==> src/rtl/scrx_pkg.sv <==
package scrx_pkg;
   // amount by which the active frame is shorter than the full character
   typedef enum logic [1:0] {
      FR_FULL  = 2'd0,
      FR_LESS1 = 2'd1,
      FR_LESS2 = 2'd2
   } frame_e;

   typedef enum logic [1:0] {
      PH_HUNT,
      PH_CONFIRM,
      PH_SKIP,
      PH_DATA
   } phase_e;
endpackage

==> src/rtl/scrx_frame_ctl.sv <==
module scrx_frame_ctl
   import scrx_pkg::*;
(
   input  logic   clk,
   input  logic   rst_n,
   input  logic   rx_enable,
   input  logic   sel_six,
   input  logic   sel_seven,
   output frame_e frame
);
   always_ff @(posedge clk) begin
      if (!rst_n || !rx_enable) frame <= FR_FULL;
      else if (sel_six)         frame <= FR_LESS2;
      else if (sel_seven)       frame <= FR_LESS1;
   end

   assert_frame_default_R6: assert property (@(posedge clk) disable iff (!rst_n)
      !rx_enable |=> (frame == FR_FULL));
   assert_frame_six_R6: assert property (@(posedge clk) disable iff (!rst_n)
      (rx_enable && sel_six) |=> (frame == FR_LESS2));
endmodule

==> src/rtl/scrx_hunter.sv <==
module scrx_hunter
   import scrx_pkg::*;
#(
   parameter int CHAR_W   = 8,
   parameter int STR_HITS = 1,
   parameter int BSC_HITS = 2
) (
   input  logic              clk,
   input  logic              rst_n,
   input  logic              rx_enable,
   input  logic              end_op,
   input  logic              mode_bsc,
   input  logic              bit_en,
   input  logic              rx_bit,
   input  frame_e            frame,
   input  logic [CHAR_W-1:0] sync_pat,
   output logic              char_stb,
   output logic [CHAR_W-1:0] char_val,
   output logic              locked
);
   localparam int CNT_W   = $clog2(CHAR_W + 1);
   localparam int MAXHITS = (STR_HITS > BSC_HITS) ? STR_HITS : BSC_HITS;
   localparam int HIT_W   = $clog2(MAXHITS + 1);

   generate
      if (CHAR_W < 4) begin : g_bad_width
         $error("scrx_hunter: CHAR_W must be at least 4");
      end
      if (STR_HITS < 1 || BSC_HITS < 1) begin : g_bad_hits
         $error("scrx_hunter: hit counts must be at least 1");
      end
   endgenerate

   phase_e            phase;
   logic [CHAR_W-1:0] sr, sr_nx, mask, win;
   logic [CNT_W-1:0]  cnt, act_len;
   logic [HIT_W-1:0]  hits, need;
   logic              is_sync, last, drop;

   always_comb begin
      act_len = CNT_W'(CHAR_W) - CNT_W'(frame);
      sr_nx   = {rx_bit, sr[CHAR_W-1:1]};
      mask    = ~({CHAR_W{1'b1}} << act_len);
      win     = (sr_nx >> (CNT_W'(CHAR_W) - act_len)) & mask;
      is_sync = (win == (sync_pat & mask));
      last    = (cnt == act_len - CNT_W'(1));
      need    = mode_bsc ? HIT_W'(BSC_HITS) : HIT_W'(STR_HITS);
      drop    = !rx_enable || end_op;
   end

   always_ff @(posedge clk) begin
      if (!rst_n || drop) begin
         phase <= PH_HUNT;
         sr    <= '0;
         cnt   <= '0;
         hits  <= '0;
      end else if (bit_en) begin
         sr <= sr_nx;
         unique case (phase)
            PH_HUNT: begin
               cnt <= '0;
               if (is_sync) begin
                  if (need <= HIT_W'(1)) phase <= PH_SKIP;
                  else begin
                     phase <= PH_CONFIRM;
                     hits  <= HIT_W'(1);
                  end
               end
            end
            PH_CONFIRM: begin
               if (last) begin
                  cnt <= '0;
                  if (!is_sync) begin
                     phase <= PH_HUNT;
                     hits  <= '0;
                  end else if (hits + HIT_W'(1) >= need) phase <= PH_SKIP;
                  else hits <= hits + HIT_W'(1);
               end else cnt <= cnt + CNT_W'(1);
            end
            PH_SKIP: begin
               if (last) begin
                  cnt <= '0;
                  if (!is_sync) phase <= PH_DATA;
               end else cnt <= cnt + CNT_W'(1);
            end
            default: begin
               if (last) cnt <= '0;
               else      cnt <= cnt + CNT_W'(1);
            end
         endcase
      end
   end

   assign char_stb = bit_en && !drop && last &&
                     ((phase == PH_SKIP && !is_sync) || phase == PH_DATA);
   assign char_val = win;
   assign locked   = (phase == PH_SKIP) || (phase == PH_DATA);

   assert_drop_phase_R10: assert property (@(posedge clk) disable iff (!rst_n)
      end_op |=> !locked);
   assert_bsc_single_R3: assert property (@(posedge clk) disable iff (!rst_n)
      (phase == PH_HUNT && bit_en && !drop && mode_bsc && BSC_HITS > 1) |=> !locked);
   assert_no_stb_unlocked_R2: assert property (@(posedge clk) disable iff (!rst_n)
      !locked |-> !char_stb);
endmodule

==> src/rtl/scrx_hold_buf.sv <==
module scrx_hold_buf #(
   parameter int CHAR_W = 8
) (
   input  logic              clk,
   input  logic              rst_n,
   input  logic              char_stb,
   input  logic [CHAR_W-1:0] char_val,
   input  logic              rd_req,
   input  logic              status_clr,
   output logic [CHAR_W-1:0] rd_data,
   output logic              rd_ready,
   output logic              rx_err
);
   always_ff @(posedge clk) begin
      if (!rst_n) begin
         rd_data  <= '0;
         rd_ready <= 1'b0;
         rx_err   <= 1'b0;
      end else begin
         if (char_stb) rd_data <= char_val;

         if (char_stb)                    rd_ready <= 1'b1;
         else if (status_clr || rd_req)   rd_ready <= 1'b0;

         if (status_clr) rx_err <= 1'b0;
         else if ((char_stb && rd_ready && !rd_req) || (rd_req && !rd_ready))
            rx_err <= 1'b1;
      end
   end

   assert_overrun_R7: assert property (@(posedge clk) disable iff (!rst_n)
      (char_stb && rd_ready && !rd_req && !status_clr) |=> rx_err);
   assert_gap_R8: assert property (@(posedge clk) disable iff (!rst_n)
      (rd_req && !rd_ready && !status_clr) |=> rx_err);
   assert_err_sticky_R9: assert property (@(posedge clk) disable iff (!rst_n)
      (rx_err && !status_clr) |=> rx_err);
   assert_read_clears_R9: assert property (@(posedge clk) disable iff (!rst_n)
      (rd_req && !char_stb) |=> !rd_ready);
endmodule

==> src/rtl/sync_char_rx.sv <==
module sync_char_rx
   import scrx_pkg::*;
#(
   parameter int CHAR_W   = 8,
   parameter int STR_HITS = 1,
   parameter int BSC_HITS = 2
) (
   input  logic              clk,
   input  logic              rst_n,
   input  logic              rx_enable,
   input  logic              mode_bsc,
   input  logic              sel_six,
   input  logic              sel_seven,
   input  logic              end_op,
   input  logic              sync_load,
   input  logic [CHAR_W-1:0] sync_data,
   input  logic              bit_en,
   input  logic              rx_bit,
   input  logic              rd_req,
   input  logic              status_clr,
   output logic [CHAR_W-1:0] rd_data,
   output logic              rd_ready,
   output logic              rx_err,
   output logic              locked
);
   frame_e            frame;
   logic [CHAR_W-1:0] sync_pat, char_val;
   logic              char_stb;

   always_ff @(posedge clk) begin
      if (!rst_n)         sync_pat <= '0;
      else if (sync_load) sync_pat <= sync_data;
   end

   scrx_frame_ctl u_frame (
      .clk(clk), .rst_n(rst_n), .rx_enable(rx_enable),
      .sel_six(sel_six), .sel_seven(sel_seven), .frame(frame)
   );

   scrx_hunter #(.CHAR_W(CHAR_W), .STR_HITS(STR_HITS), .BSC_HITS(BSC_HITS)) u_hunt (
      .clk(clk), .rst_n(rst_n), .rx_enable(rx_enable), .end_op(end_op),
      .mode_bsc(mode_bsc), .bit_en(bit_en), .rx_bit(rx_bit), .frame(frame),
      .sync_pat(sync_pat), .char_stb(char_stb), .char_val(char_val), .locked(locked)
   );

   scrx_hold_buf #(.CHAR_W(CHAR_W)) u_buf (
      .clk(clk), .rst_n(rst_n), .char_stb(char_stb), .char_val(char_val),
      .rd_req(rd_req), .status_clr(status_clr), .rd_data(rd_data),
      .rd_ready(rd_ready), .rx_err(rx_err)
   );

   assert_high_bits_zero_R5: assert property (@(posedge clk) disable iff (!rst_n)
      (char_stb && frame == FR_LESS2) |=> (rd_data[CHAR_W-1:CHAR_W-2] == 2'b00));
endmodule

==> config.mk <==
export PLATFORM = sky130hd
export DESIGN_NAME = sync_char_rx
export DESIGN_NICKNAME = d
export VERILOG_FILES = /design/src/rtl/scrx_pkg.sv /design/src/rtl/scrx_frame_ctl.sv /design/src/rtl/scrx_hunter.sv /design/src/rtl/scrx_hold_buf.sv /design/src/rtl/sync_char_rx.sv
export SDC_FILE = /design/constraint.sdc
export NUM_CORES = 1
export LEC_CHECK = 0
export BUFFER_PORTS_ARGS = -buffer_cell sky130_fd_sc_hd__buf_2
export CAP_MARGIN = 40
export CELL_PAD_IN_SITES_DETAIL_PLACEMENT = 1
export CELL_PAD_IN_SITES_GLOBAL_PLACEMENT = 1
export CORE_MARGIN = 5
export CORE_UTILIZATION = 35
export CTS_BUF_LIST = sky130_fd_sc_hd__clkbuf_4
export CTS_CLUSTER_SIZE = 28
export DETAILED_ROUTE_END_ITERATION = 10
export PLACE_DENSITY = 0.7
export SLEW_MARGIN = 25
export SYNTH_ARGS = -nofsm -noshare
export SYNTH_HDL_FRONTEND = slang
export SYNTH_SLANG_ARGS = --single-unit
==> constraint.sdc <==
create_clock -name clk -period 3 [get_ports clk]
set_clock_uncertainty 0.05 [all_clocks]
set_input_delay 0.15 -clock clk [delete_from_list [all_inputs] [get_ports clk]]
set_output_delay 0.15 -clock clk [all_outputs]
set_load 0.02 [all_outputs]
== Word level (Yosys, flattened, before mapping) ==
Index checks and enable logic that the tools add are counted.

* Register bits: 36
* Output and inout port bits: 11
* Word-level logic and storage cells: 85

* Add/sub/neg operators: 5
* Order comparisons: 2
* Equality and inequality tests: 12
* Shift operators: 2
* Mux-type cells: 21
* Bitwise gates (word level): 4
* Reduce and logical (&&, ||, !) cells: 29

{| class="wikitable"
|+ Operators with widths
! cell !! number
|-
| 2-to-1 mux 2 bit || 15
|-
| bitwise AND 8 bit || 2
|-
| equality test 8 bit || 1
|-
| 2-to-1 mux 4 bit || 2
|-
| inverter 8 bit || 1
|-
| << shifter 8 x 4 -> 8 bit (first input constant) || 1
|-
| right shift 8 x 4 -> 8 bit || 1
|-
| logical AND 1 bit || 7
|-
| logical OR 1 bit || 7
|-
| AND reduction 7 bit || 1
|-
| logical NOT 1 bit || 6
|-
| inequality test 2 x 1 -> 1 bit (second input constant) || 3
|-
| inequality test 3 bit (second input constant) || 2
|-
| case mux 2 bit (3 select lines) || 1
|-
| AND reduction 6 bit || 1
|-
| nonzero test 2 bit || 3
|-
| adder 4 x 1 -> 4 bit (second input constant) || 1
|-
| equality test 2 bit (second input constant) || 2
|-
| equality test 4 bit || 1
|-
| inequality test 2 bit (second input constant) || 2
|-
| case mux 2 bit (2 select lines) || 1
|-
| OR reduction 2 bit || 2
|-
| subtractor 4 x 1 -> 4 bit (second input constant) || 1
|-
| subtractor 4 x 2 -> 4 bit (first input constant) || 1
|-
| 9 further kinds || 10
|}

== Longest topological paths before layout ==
Gate-level depths: netlist of run 1.

* Word-level depth: 12
* Gate-level depth with buffers: 12
* Gate-level depth less buffers: 10

== Cells and area by module ==
A second synthesis of run 1 with hierarchy kept.

* Cells, all modules: 252
* Area, all modules: 2364.8 µm²

{| class="wikitable"
|+ Modules (own cells, without submodules)
! module !! instances !! cells an instance !! area an instance (µm²) !! seq. area each (µm²)
|-
| scrx_hunter || 1 || 186 || 1606.5 || 300.3
|-
| scrx_hold_buf || 1 || 33 || 385.4 || 200.2
|-
| sync_char_rx || 1 || 25 || 301.5 || 160.2
|-
| scrx_frame_ctl || 1 || 8 || 71.3 || 40.0
|}

== Worst setup path after synthesis of run 1 ==
No wires, ideal clock.

* Path kind: register to register
* Start point: register u_frame.frame[0]
* End point: register u_buf.rd_data[6]
* Arrival: 3135 ps
* Slack: -257 ps
* Cell stages (with the launch flop): 11
* Period minus slack after synthesis: 3257 ps
* Cell sequence: dfxtp_1 clkinv_1 ha_1 mux4_2 xnor2_1 nor2_1 a211oi_1 o21ai_0 a2111oi_0 buf_4 mux2i_1

* Longest elaborated chain between the ends: 9
* Elaborated cells on any way between the ends: 15
* Classes of those cells: add/sub: 3; eq/ne: 2; shift: 2; bitwise: 3; reduce/logical: 5

{| class="wikitable"
|+ Ends and longest elaborated chain
! element !! line !! RTL
|-
| start: declaration || scrx_frame_ctl.sv:9 || <nowiki>output frame_e frame</nowiki>
|-
| start signal: assignment || scrx_frame_ctl.sv:12 || <nowiki>if (!rst_n || !rx_enable) frame <= FR_FULL;</nowiki>
|-
| start signal: assignment || scrx_frame_ctl.sv:13 || <nowiki>else if (sel_six) frame <= FR_LESS2;</nowiki>
|-
| start signal: assignment || scrx_frame_ctl.sv:14 || <nowiki>else if (sel_seven) frame <= FR_LESS1;</nowiki>
|-
| subtractor 4 x 2 -> 4 bit * || scrx_hunter.sv:41 || <nowiki>act_len = CNT_W'(CHAR_W) - CNT_W'(frame);</nowiki>
|-
| subtractor 4 bit or << shifter 8 x 4 -> 8 bit (tied branches) || scrx_hunter.sv:44, scrx_hunter.sv:43 ||
|-
| right shift 8 x 4 -> 8 bit or inverter 8 bit (tied branches) || scrx_hunter.sv:44, scrx_hunter.sv:43 ||
|-
| bitwise AND 8 bit (on tied branches) || scrx_hunter.sv:44, scrx_hunter.sv:45 ||
|-
| equality test 8 bit || scrx_hunter.sv:45 || <nowiki>is_sync = (win == (sync_pat & mask));</nowiki>
|-
| logical NOT 1 bit || -- ||
|-
| logical AND 1 bit || scrx_hunter.sv:95 || <nowiki>((phase == PH_SKIP && !is_sync) || phase == PH_DATA);</nowiki>
|-
| logical OR 1 bit || scrx_hunter.sv:95 ||
|-
| logical AND 1 bit || scrx_hunter.sv:94 || <nowiki>assign char_stb = bit_en && !drop && last &&</nowiki>
|-
| end signal: assignment || scrx_hold_buf.sv:20 || <nowiki>if (char_stb) rd_data <= char_val;</nowiki>
|-
| end: declaration || scrx_hold_buf.sv:10 || <nowiki>output logic [CHAR_W-1:0] rd_data,</nowiki>
|}

Mark *: on every way between the ends. The rest lies on a longest branch, timed or not.
A chain may end at the register's enable or synchronous reset.

== Final worst setup path of run 1 ==
* Start point: register u_frame.frame[0]
* End point: register u_hunt.hits[1]

* Longest elaborated chain between the ends: 8
* Elaborated cells on any way between the ends: 17
* Classes of those cells: add/sub: 3; eq/ne: 5; shift: 2; mux: 3; bitwise: 3; reduce/logical: 1

{| class="wikitable"
|+ Ends and longest elaborated chain
! element !! line !! RTL
|-
| subtractor 4 x 2 -> 4 bit * || scrx_hunter.sv:41 ||
|-
| subtractor 4 bit or << shifter 8 x 4 -> 8 bit (tied branches) || scrx_hunter.sv:44, scrx_hunter.sv:43 ||
|-
| right shift 8 x 4 -> 8 bit or inverter 8 bit (tied branches) || scrx_hunter.sv:44, scrx_hunter.sv:43 ||
|-
| bitwise AND 8 bit (on tied branches) || scrx_hunter.sv:44, scrx_hunter.sv:45 ||
|-
| equality test 8 bit || scrx_hunter.sv:45 ||
|-
| 2-to-1 mux 2 bit || scrx_hunter.sv:73 || <nowiki>if (!is_sync) begin</nowiki>
|-
| 2-to-1 mux 2 bit || scrx_hunter.sv:71 || <nowiki>if (last) begin</nowiki>
|-
| case mux 2 bit (2 select lines) || scrx_hunter.sv:59 || <nowiki>unique case (phase)</nowiki>
|-
| end signal: assignment || scrx_hunter.sv:77 || <nowiki>else hits <= hits + HIT_W'(1);</nowiki>
|-
| end: declaration || scrx_hunter.sv:37 || <nowiki>logic [HIT_W-1:0] hits, need;</nowiki>
|}

Mark *: on every way between the ends. The rest lies on a longest branch, timed or not. The select of a mux whose other input is x is not followed.

==> run summary, run 1 <==
=========================================================================================
Status                                                                       finished clean
Worst hold slack                                                               0.01768 ns
Critical path's top delay family                                             simple AND/OR/NAND/NOR gates
Unique cell type count in the Yosys netlist                                            54
Proportion of register bits with asynchronous set or reset after synthesis             0%
Final non-filler cell area                                                     2861 sq um
Area fraction of the dominant cell type after synthesis                            31.75%
Worst Path Required                                                               3.24 ns
Effective utilization at floorplan                                                 35.36%
Maximum root-to-sink buffer count                                                       2
Worst hold path type                                                         input port to register
Worst reg2reg setup slack                                                         0.06 ns
# setup viols final                                                                     0
Gr ovfl total                                                                           0
End of the worst register-to-register path                                   u_hunt.hits[1]$_SDFFE_PP0P_
Clock-pin transition on the worst setup and hold timing paths                     0.12 ns
Timing-limited maximum frequency                                               0.3405 GHz
CP endpoint                                                                  u_hunt.hits[1]$_SDFFE_PP0P_
Total core area                                                                6241 sq um
Cell type with the highest aggregate area in the netlist                     sky130_fd_sc_hd__dfxtp_1
DR WL/cell                                                                       15.43 um
Detail Route Antenna Nets                                                               0
Total cell area at the placement stage                                         2609 sq um
Number of buffers added by the clock tree synthesis step                                5
Leading register cell type out of synthesis                                  sky130_fd_sc_hd__dfxtp_1
Num ports                                                                              31
TritonRoute pass-1 iters                                                                4
Critical setup path kind                                                     register to register
Main area contributors after synthesis                                       sky130_fd_sc_hd__dfxtp_1 (32%), sky130_fd_sc_hd__mux2i_1 (14%), sky130_fd_sc_hd__ha_1 (6.2%), sky130_fd_sc_hd__nand2_1 (3.2%), sky130_fd_sc_hd__nor2_1 (3.2%)
Number of antenna violations at the first check in global routing                       0
Crit. End Element                                                                register
Num rows                                                                               29
Antenna diode count                                                                     0
Via count of the first global-routing pass                                          2,086
Synthesis warning total                                                                 0
Number of filler instances in the final layout                                        770
Period utilisation layout                                                          97.91%
First-iteration detailed-routing DRC count                                             56
Number of enable-type register cells in the synthesized netlist                         0
Port Buffers                                                                           30
Total via count in the routed design                                                2,085
Hold violation total from the final report                                              0
Max transition margin                                                              52.78%
Cells after Synth                                                                     254
Max Fanout on Critical Path                                                            15
Final #Nets                                                                           341
Tmin final                                                                       2.937 ns
Clock insertion delay at the later pin of the skew report                         0.34 ns
Critical register-to-register path startpoint                                u_frame.frame[0]$_SDFFE_PP0P_
Final HPWL DP                                                                    4.486 mm
Maximum number of pins on one net before global-route repair                           28
Total number of clock tree sinks                                                       35
Area growth from synthesis to layout                                               29.65%
Transition at the pin with the smallest max-transition slack                    0.7018 ns
Number of cells on the worst reg-to-reg path                                            9
Critical-path cell list                                                      buf_8 > mux4_2 > and4b_1 > a311oi_2 > o211ai_1 > or3_4 > o31a_1 > or3_1 > a21oi_1
DRC viols                                                                               0
Proportion of synthesized chip area in sequential cells                            31.75%
Proportion of layout cells with a drive suffix above 1                             30.23%
Power Density                                                                332.2 nW/um^2
Register bit count reported by yosys                                                   35
Startpoint Class                                                                 register
WP data arrival                                                                   3.17 ns
# H-tree levels                                                                         2
Crit-path max cell delay                                                          0.52 ns
Total wire length after detailed routing                                         5.986 mm
Post-Syn Area                                                                  2207 sq um
Path length in cells of the critical path                                               9
Die outline width                                                                89.41 um
Height of the die                                                                89.41 um
Setup repair after global routing missed its margin                                  true
Max-slew violations                                                                     0
Startpoint of the worst setup timing path                                    u_frame.frame[0]$_SDFFE_PP0P_
Syn nets                                                                              285
Critical-path top delay cell                                                 sky130_fd_sc_hd__mux4_2
Worst voltage drop across the vdd grid                                        0.0001503 V
CTS Root Cell                                                                sky130_fd_sc_hd__clkbuf_4
Post-DR vias/cell                                                                   5.374
Die area                                                                       7994 sq um
Max-capacitance violation count                                                         0
Crit path buf inv count                                                                 1
Placer Congestion                                                                  0.8313
Syn avg cell area                                                             8.689 sq um
TritonCTS clock tree                                                                built
Pleak                                                                         0.001164 uW
Global-route usage over all layers                                                 16.25%
First-pass GRT wire length                                                       10.19 mm
=========================================================================================
-- timing repair --
action | in CTS | in global routing
hold endpoints to repair | 4 | 0
setup buffers | 0 | 1
hold buffers | 4 | 0
pin swaps | 1 | 8
gates resized for setup | 9 | 28
setup endpoints to repair | 14 | 14
gates cloned | 1 | 0
-- layout make-up --
class	count	area [sq um]	area share (%)
Clock inverter	3	15.01	0.5247
Tap cell	77	96.34	3.367
Sequential cell	35	705.7	24.66
Clock buffer	5	37.54	1.312
Inverter	18	70.07	2.449
Multi-Input combinational cell	190	1516	53.00
Timing Repair Buffer	60	420.4	14.69
-- logic make-up (layout without fill, tap and decap cells) --
logic type / Yosys count / count (layout) / share of synthesized area, %
AO/OA/AOI/OAI: 44 / 44 / 14.40
XOR/XNOR: 8 / 8 / 3.175
adder cells (fa/ha/maj): 11 / 11 / 6.236
buffers and inverters: 29 / 86 / 5.385
flip-flops: 35 / 35 / 31.75
multiplexers: 33 / 33 / 16.67
AND/OR/NAND/NOR: 94 / 94 / 22.39
-- where the power goes --
part / total [uW] / switching [uW] / internal [uW]
registers: 483 / 10.1 / 473
logic: 211 / 110 / 101
clock network: 257 / 169 / 87.3
total: 951 / 289 / 662
-- placed cells by master, fill, tap and decap left out, types with 3 or more instances in the layout --
cell type and n:
sky130_fd_sc_hd__xor2_1 5, sky130_fd_sc_hd__nand2_1 19, sky130_fd_sc_hd__nor3_1 6, sky130_fd_sc_hd__ha_1 9, sky130_fd_sc_hd__buf_2 30, sky130_fd_sc_hd__mux4_2 3
sky130_fd_sc_hd__mux2i_1 29, sky130_fd_sc_hd__inv_1 15, sky130_fd_sc_hd__dfxtp_1 33, sky130_fd_sc_hd__nor2_1 18, sky130_fd_sc_hd__nor4_1 3, sky130_fd_sc_hd__clkbuf_4 5
sky130_fd_sc_hd__buf_6 4, sky130_fd_sc_hd__o31ai_1 3, sky130_fd_sc_hd__nor2b_1 11, sky130_fd_sc_hd__clkinv_2 3, sky130_fd_sc_hd__o21ai_0 4, sky130_fd_sc_hd__dlygate4sd3_1 4
sky130_fd_sc_hd__nand4_1 3, sky130_fd_sc_hd__a21oi_1 10, sky130_fd_sc_hd__buf_4 20, sky130_fd_sc_hd__nand3_1 10, sky130_fd_sc_hd__nand2b_1 4
-- through the flow --
| step | setup TNS [ns] | cells | util, % | worst slack [ns] | total power, uW |
|---|---|---|---|---|---|
| after floorplan | 0 | 254 | - | 0.04152 | 605.1 |
| after global placement | 0 | 374 | 41.80 | 0.009638 | 671.2 |
| after detailed placement | -0.1653 | 374 | 41.80 | -0.05146 | 676.5 |
| after CTS | 0 | 387 | 44.07 | 0.05161 | 946.1 |
| after global routing | -0.4588 | 388 | 45.85 | -0.07764 | 1009 |
| final | 0 | 388 | 45.85 | 0.06279 | 950.5 |
-- worst register-to-register path, delay by kind of cell (launching register included) --
kind	cells	cell delay [ns]
buffers and inverters	1	0.15
multiplexers	1	0.53
flip-flops	1	0.39
AO/OA/AOI/OAI	4	0.80
AND/OR/NAND/NOR	3	0.96
-- layer usage --
metal | up-vias | part of all wire, % | global-route usage, %
li1 | 1020 | - | -
met4 | 0 | 0.80 | 4.736
met5 | - | 0 | 0
met2 | 21 | 53 | 28.27
met1 | 1040 | 44 | 20.58
met3 | 4 | 2.4 | 2.673
-- synth_stat cells, drive strengths merged (2+ instances only) --
| cell type | count |
|---|---|
| xnor2 | 2 |
| ha | 11 |
| o21ai | 7 |
| buf | 5 |
| o21a | 2 |
| nor3 | 8 |
| a311oi | 2 |
| or3 | 2 |
| nand2 | 19 |
| nand4 | 3 |
| nor2 | 19 |
| a2111oi | 2 |
| nor2b | 11 |
| nand2b | 4 |
| a211oi | 2 |
| a32oi | 2 |
| nand3 | 10 |
| nor4 | 4 |
| mux2i | 30 |
| o31a | 2 |
| or2 | 2 |
| dfxtp | 35 |
| xor2 | 6 |
| mux4 | 3 |
| nor3b | 4 |
| clkbuf | 6 |
| inv | 17 |
| o31ai | 4 |
| a21oi | 10 |
-- flip-flops by register name, indices dropped and copies added (netlist names) --
| register | cells |
|---|---|
| u_hunt.sr | 7 |
| sync_pat | 8 |
| u_hunt.phase | 2 |
| u_frame.frame | 2 |
| u_buf.rx_err | 1 |
| u_hunt.cnt | 4 |
| u_buf.rd_data | 8 |
| u_hunt.hits | 2 |
| u_buf.rd_ready | 1 |
-- how the worst min path moves through the flow --
stage	start	endpoint	slack, ns	cells after the start
4_1_cts	sync_data[5]	sync_pat[5]$_SDFFE_PN0P_	0.002	3
5_1_grt	sync_data[7]	sync_pat[7]$_SDFFE_PN0P_	0.02	3
3_3_place_gp	sel_six	u_frame.frame[0]$_SDFFE_PP0P_	0.28	2
6_report	sync_data[3]	sync_pat[3]$_SDFFE_PN0P_	0.02	3
3_5_place_dp	sel_six	u_frame.frame[0]$_SDFFE_PP0P_	0.30	2
2_1_floorplan	sel_six	u_frame.frame[0]$_SDFFE_PP0P_	0.17	1
(Power assumes the default switching activity.)
==> run 2, diff against run 1 <==
--- a/config.mk
+++ b/config.mk
@@ -5,7 +5,7 @@
 export SDC_FILE = /design/constraint.sdc
 export NUM_CORES = 1
 export LEC_CHECK = 0
-export BUFFER_PORTS_ARGS = -buffer_cell sky130_fd_sc_hd__buf_2
+export BUFFER_PORTS_ARGS = -buffer_cell sky130_fd_sc_hd__clkbuf_2
 export CAP_MARGIN = 40
 export CELL_PAD_IN_SITES_DETAIL_PLACEMENT = 1
 export CELL_PAD_IN_SITES_GLOBAL_PLACEMENT = 1
==> run 2 against run 1 <==
  * Via count shrank 0.62%
  * Power shrank 0.37%
  * Clock power grew 2%
  * Highest routed layer unchanged
  * Non-clock buffer count grew 2
==> run summary, run 2 (synthesis results as in run 1) <==
================================================================================
DR WL/cell                                                              15.37 um   -0.35%
Timing-limited maximum frequency                                      0.3360 GHz   -1.3%
Tmin final                                                              2.976 ns   +0.03880 ns
Worst hold path type                                                input port to register
Number of filler instances in the final layout                               761   -1.2%
Startpoint of the worst setup timing path                           u_frame.frame[0]$_SDFFE_PP0P_
CTS Root Cell                                                       sky130_fd_sc_hd__clkbuf_4
Period utilisation layout                                                 99.20%   +1.3 points
Global-route usage over all layers                                        15.92%   -0.33 points
Final #Nets                                                                  343   +0.59%
Critical register-to-register path startpoint                       u_frame.frame[0]$_SDFFE_PP0P_
Leading cell types in the layout, fill and taps excluded            sky130_fd_sc_hd__dfxtp_1 (33), sky130_fd_sc_hd__mux2i_1 (30), sky130_fd_sc_hd__clkbuf_2 (30)
Hold violation total from the final report                                     0   unchanged
Largest regs                                                        sync_pat x8, u_buf.rd_data x8, u_hunt.sr x7
Max-slew violations                                                            0   unchanged
Via count of the first global-routing pass                                 2,108   +1.1%
TritonRoute pass-1 iters                                                       4   unchanged
Pleak                                                                0.001146 uW   -1.6%
Max-capacitance violation count                                                0   unchanged
Critical-path cell list                                             buf_6 > mux4_2 > and4b_1 > a311oi_2 > o211ai_1 > or3_4 > o31a_1 > or3_1 > a21oi_2
Maximum root-to-sink buffer count                                              2   unchanged
Placer Congestion                                                         0.8302   -0.13%
Max Fanout on Critical Path                                                   15   unchanged
Busiest metal layer after global routing                                    met2
Critical setup path kind                                            register to register
Antenna diode count                                                            0   unchanged
Port Buffers                                                                  30   unchanged
Critical hold path startpoint                                       sync_data[3]
WP data arrival                                                          3.22 ns   +0.05 ns
Critical-path top delay cell                                        sky130_fd_sc_hd__mux4_2
Detail Route Antenna Nets                                                      0   unchanged
Final Power                                                             947.0 uW   -0.37%
Startpoint Class                                                        register
# setup viols final                                                            0   unchanged
Area growth from synthesis to layout                                      26.98%
Crit. End Element                                                       register
Height of the die                                                       89.41 um   unchanged
# H-tree levels                                                                2   unchanged
TritonCTS clock tree                                                       built
First-iteration detailed-routing DRC count                                    44   -21%
Die area                                                              7994 sq um   unchanged
Transition at the pin with the smallest max-transition slack           0.6154 ns   -0.08640 ns
Maximum number of pins on one net before global-route repair                  28   unchanged
Status                                                              finished clean
Worst voltage drop across the vdd grid                               0.0001437 V   -4.4%
Total wire length after detailed routing                                5.996 mm   +0.17%
Proportion of layout cells with a drive suffix above 1                    28.12%   -2.1 points
Num ports                                                                     31   unchanged
Met3 Usage GRT                                                            2.857%   +0.18 points
Crit-path max cell delay                                                 0.52 ns   about the same
Total via count in the routed design                                       2,072   -0.62%
Setup repair after global routing missed its margin                         true
Power Density                                                       337.9 nW/um^2   +1.7%
First-pass GRT wire length                                              9.984 mm   -2.0%
Gr ovfl total                                                                  0   unchanged
DRC viols                                                                      0   unchanged
Total core area                                                       6241 sq um   unchanged
Met2 track utilization from global routing                                26.72%   -1.5 points
Met1 Usage GRT                                                            20.94%   +0.37 points
Worst Path Required                                                      3.25 ns   about the same
Clock insertion delay at the later pin of the skew report                0.35 ns   about the same
Clock-pin transition on the worst setup and hold timing paths            0.12 ns   about the same
Num rows                                                                      29   unchanged
Effective utilization at floorplan                                        35.36%   unchanged
Number of buffers added by the clock tree synthesis step                       5   unchanged
Max transition margin                                                     58.59%   +5.8 points
Total number of clock tree sinks                                              35   unchanged
Final HPWL DP                                                           4.451 mm   -0.78%
Total negative setup slack                                                  0 ns   unchanged
Number of antenna violations at the first check in global routing              0   unchanged
Die outline width                                                       89.41 um   unchanged
Post-DR vias/cell                                                          5.313   -1.1%
Most common cell after layout, fill and taps aside                  sky130_fd_sc_hd__dfxtp_1
================================================================================
==> run 2: worst max-delay path: cells and delay by family, from the launching register on <==
family / cells / cell delay, ns
multiplexers: 1 / 0.52
flip-flops: 1 / 0.38
buffers and inverters: 1 / 0.18
AO/OA/AOI/OAI: 4 / 0.81
AND/OR/NAND/NOR: 3 / 0.98
==> run 2: area by class of cell <==
class / instances / area [sq um] / share of cell area [%]
sequential: 35 / 703.2 / 25.09
inverter: 18 / 70.07 / 2.500
clock inverter: 3 / 15.01 / 0.5357
tap: 77 / 96.34 / 3.437
timing repair buffer: 62 / 419.2 / 14.96
multi-input combinational: 190 / 1461 / 52.14
clock buffer: 5 / 37.54 / 1.339
==> run 2: path summary, 6_finish.rpt <==
check,slack (ns),to,cells after the start
max,0.02,u_hunt.hits[1]$_SDFFE_PP0P_,9
min,0.01,sync_pat[3]$_SDFFE_PN0P_,3
max reg2reg,0.02,u_hunt.hits[1]$_SDFFE_PP0P_,9
min reg2reg,0.42,u_buf.rd_data[0]$_SDFFE_PN0P_,2
==> run 2: repair_timing <==
item | 4_1_cts | 5_1_grt
gates cloned | 1 | 0
resized for setup | 7 | 15
hold buffers | 3 | 1
setup endpoints to repair | 14 | 13
buffers inserted | 0 | 3
pin swaps | 1 | 10
endpoints found under the hold margin | 3 | 1
==> run 2: metal layers <==
metal | vias up | wire (um)
li1 | 1029 | -
met1 | 1024 | 2775
met4 | 0 | 69
met5 | - | 0
met2 | 14 | 3036
met3 | 5 | 114
==> run 2: power by group <==
group / leakage, uW / internal (uW) / switching (uW)
clock network: 0.0000347 / 87.3 / 174
registers: 0.000285 / 474 / 10.3
logic: 0.000826 / 97.3 / 105
==> run 2: per-stage QoR <==
stage | instances | setup slack, ns | hold WS [ns] | util [%] | area [sq um]
5_1_grt | 390 | -0.09064 | 0.01954 | 44.91 | 2803
3_5_place_dp | 374 | -0.1102 | 0.2830 | 41.60 | 2596
4_1_cts | 386 | 0.03165 | 0.001210 | 43.46 | 2713
6_report | 390 | 0.02399 | 0.01376 | 44.91 | 2803
3_3_place_gp | 374 | 0.03329 | 0.2811 | 41.60 | 2596
2_1_floorplan | 254 | 0.04152 | 0.1710 | - | 2215
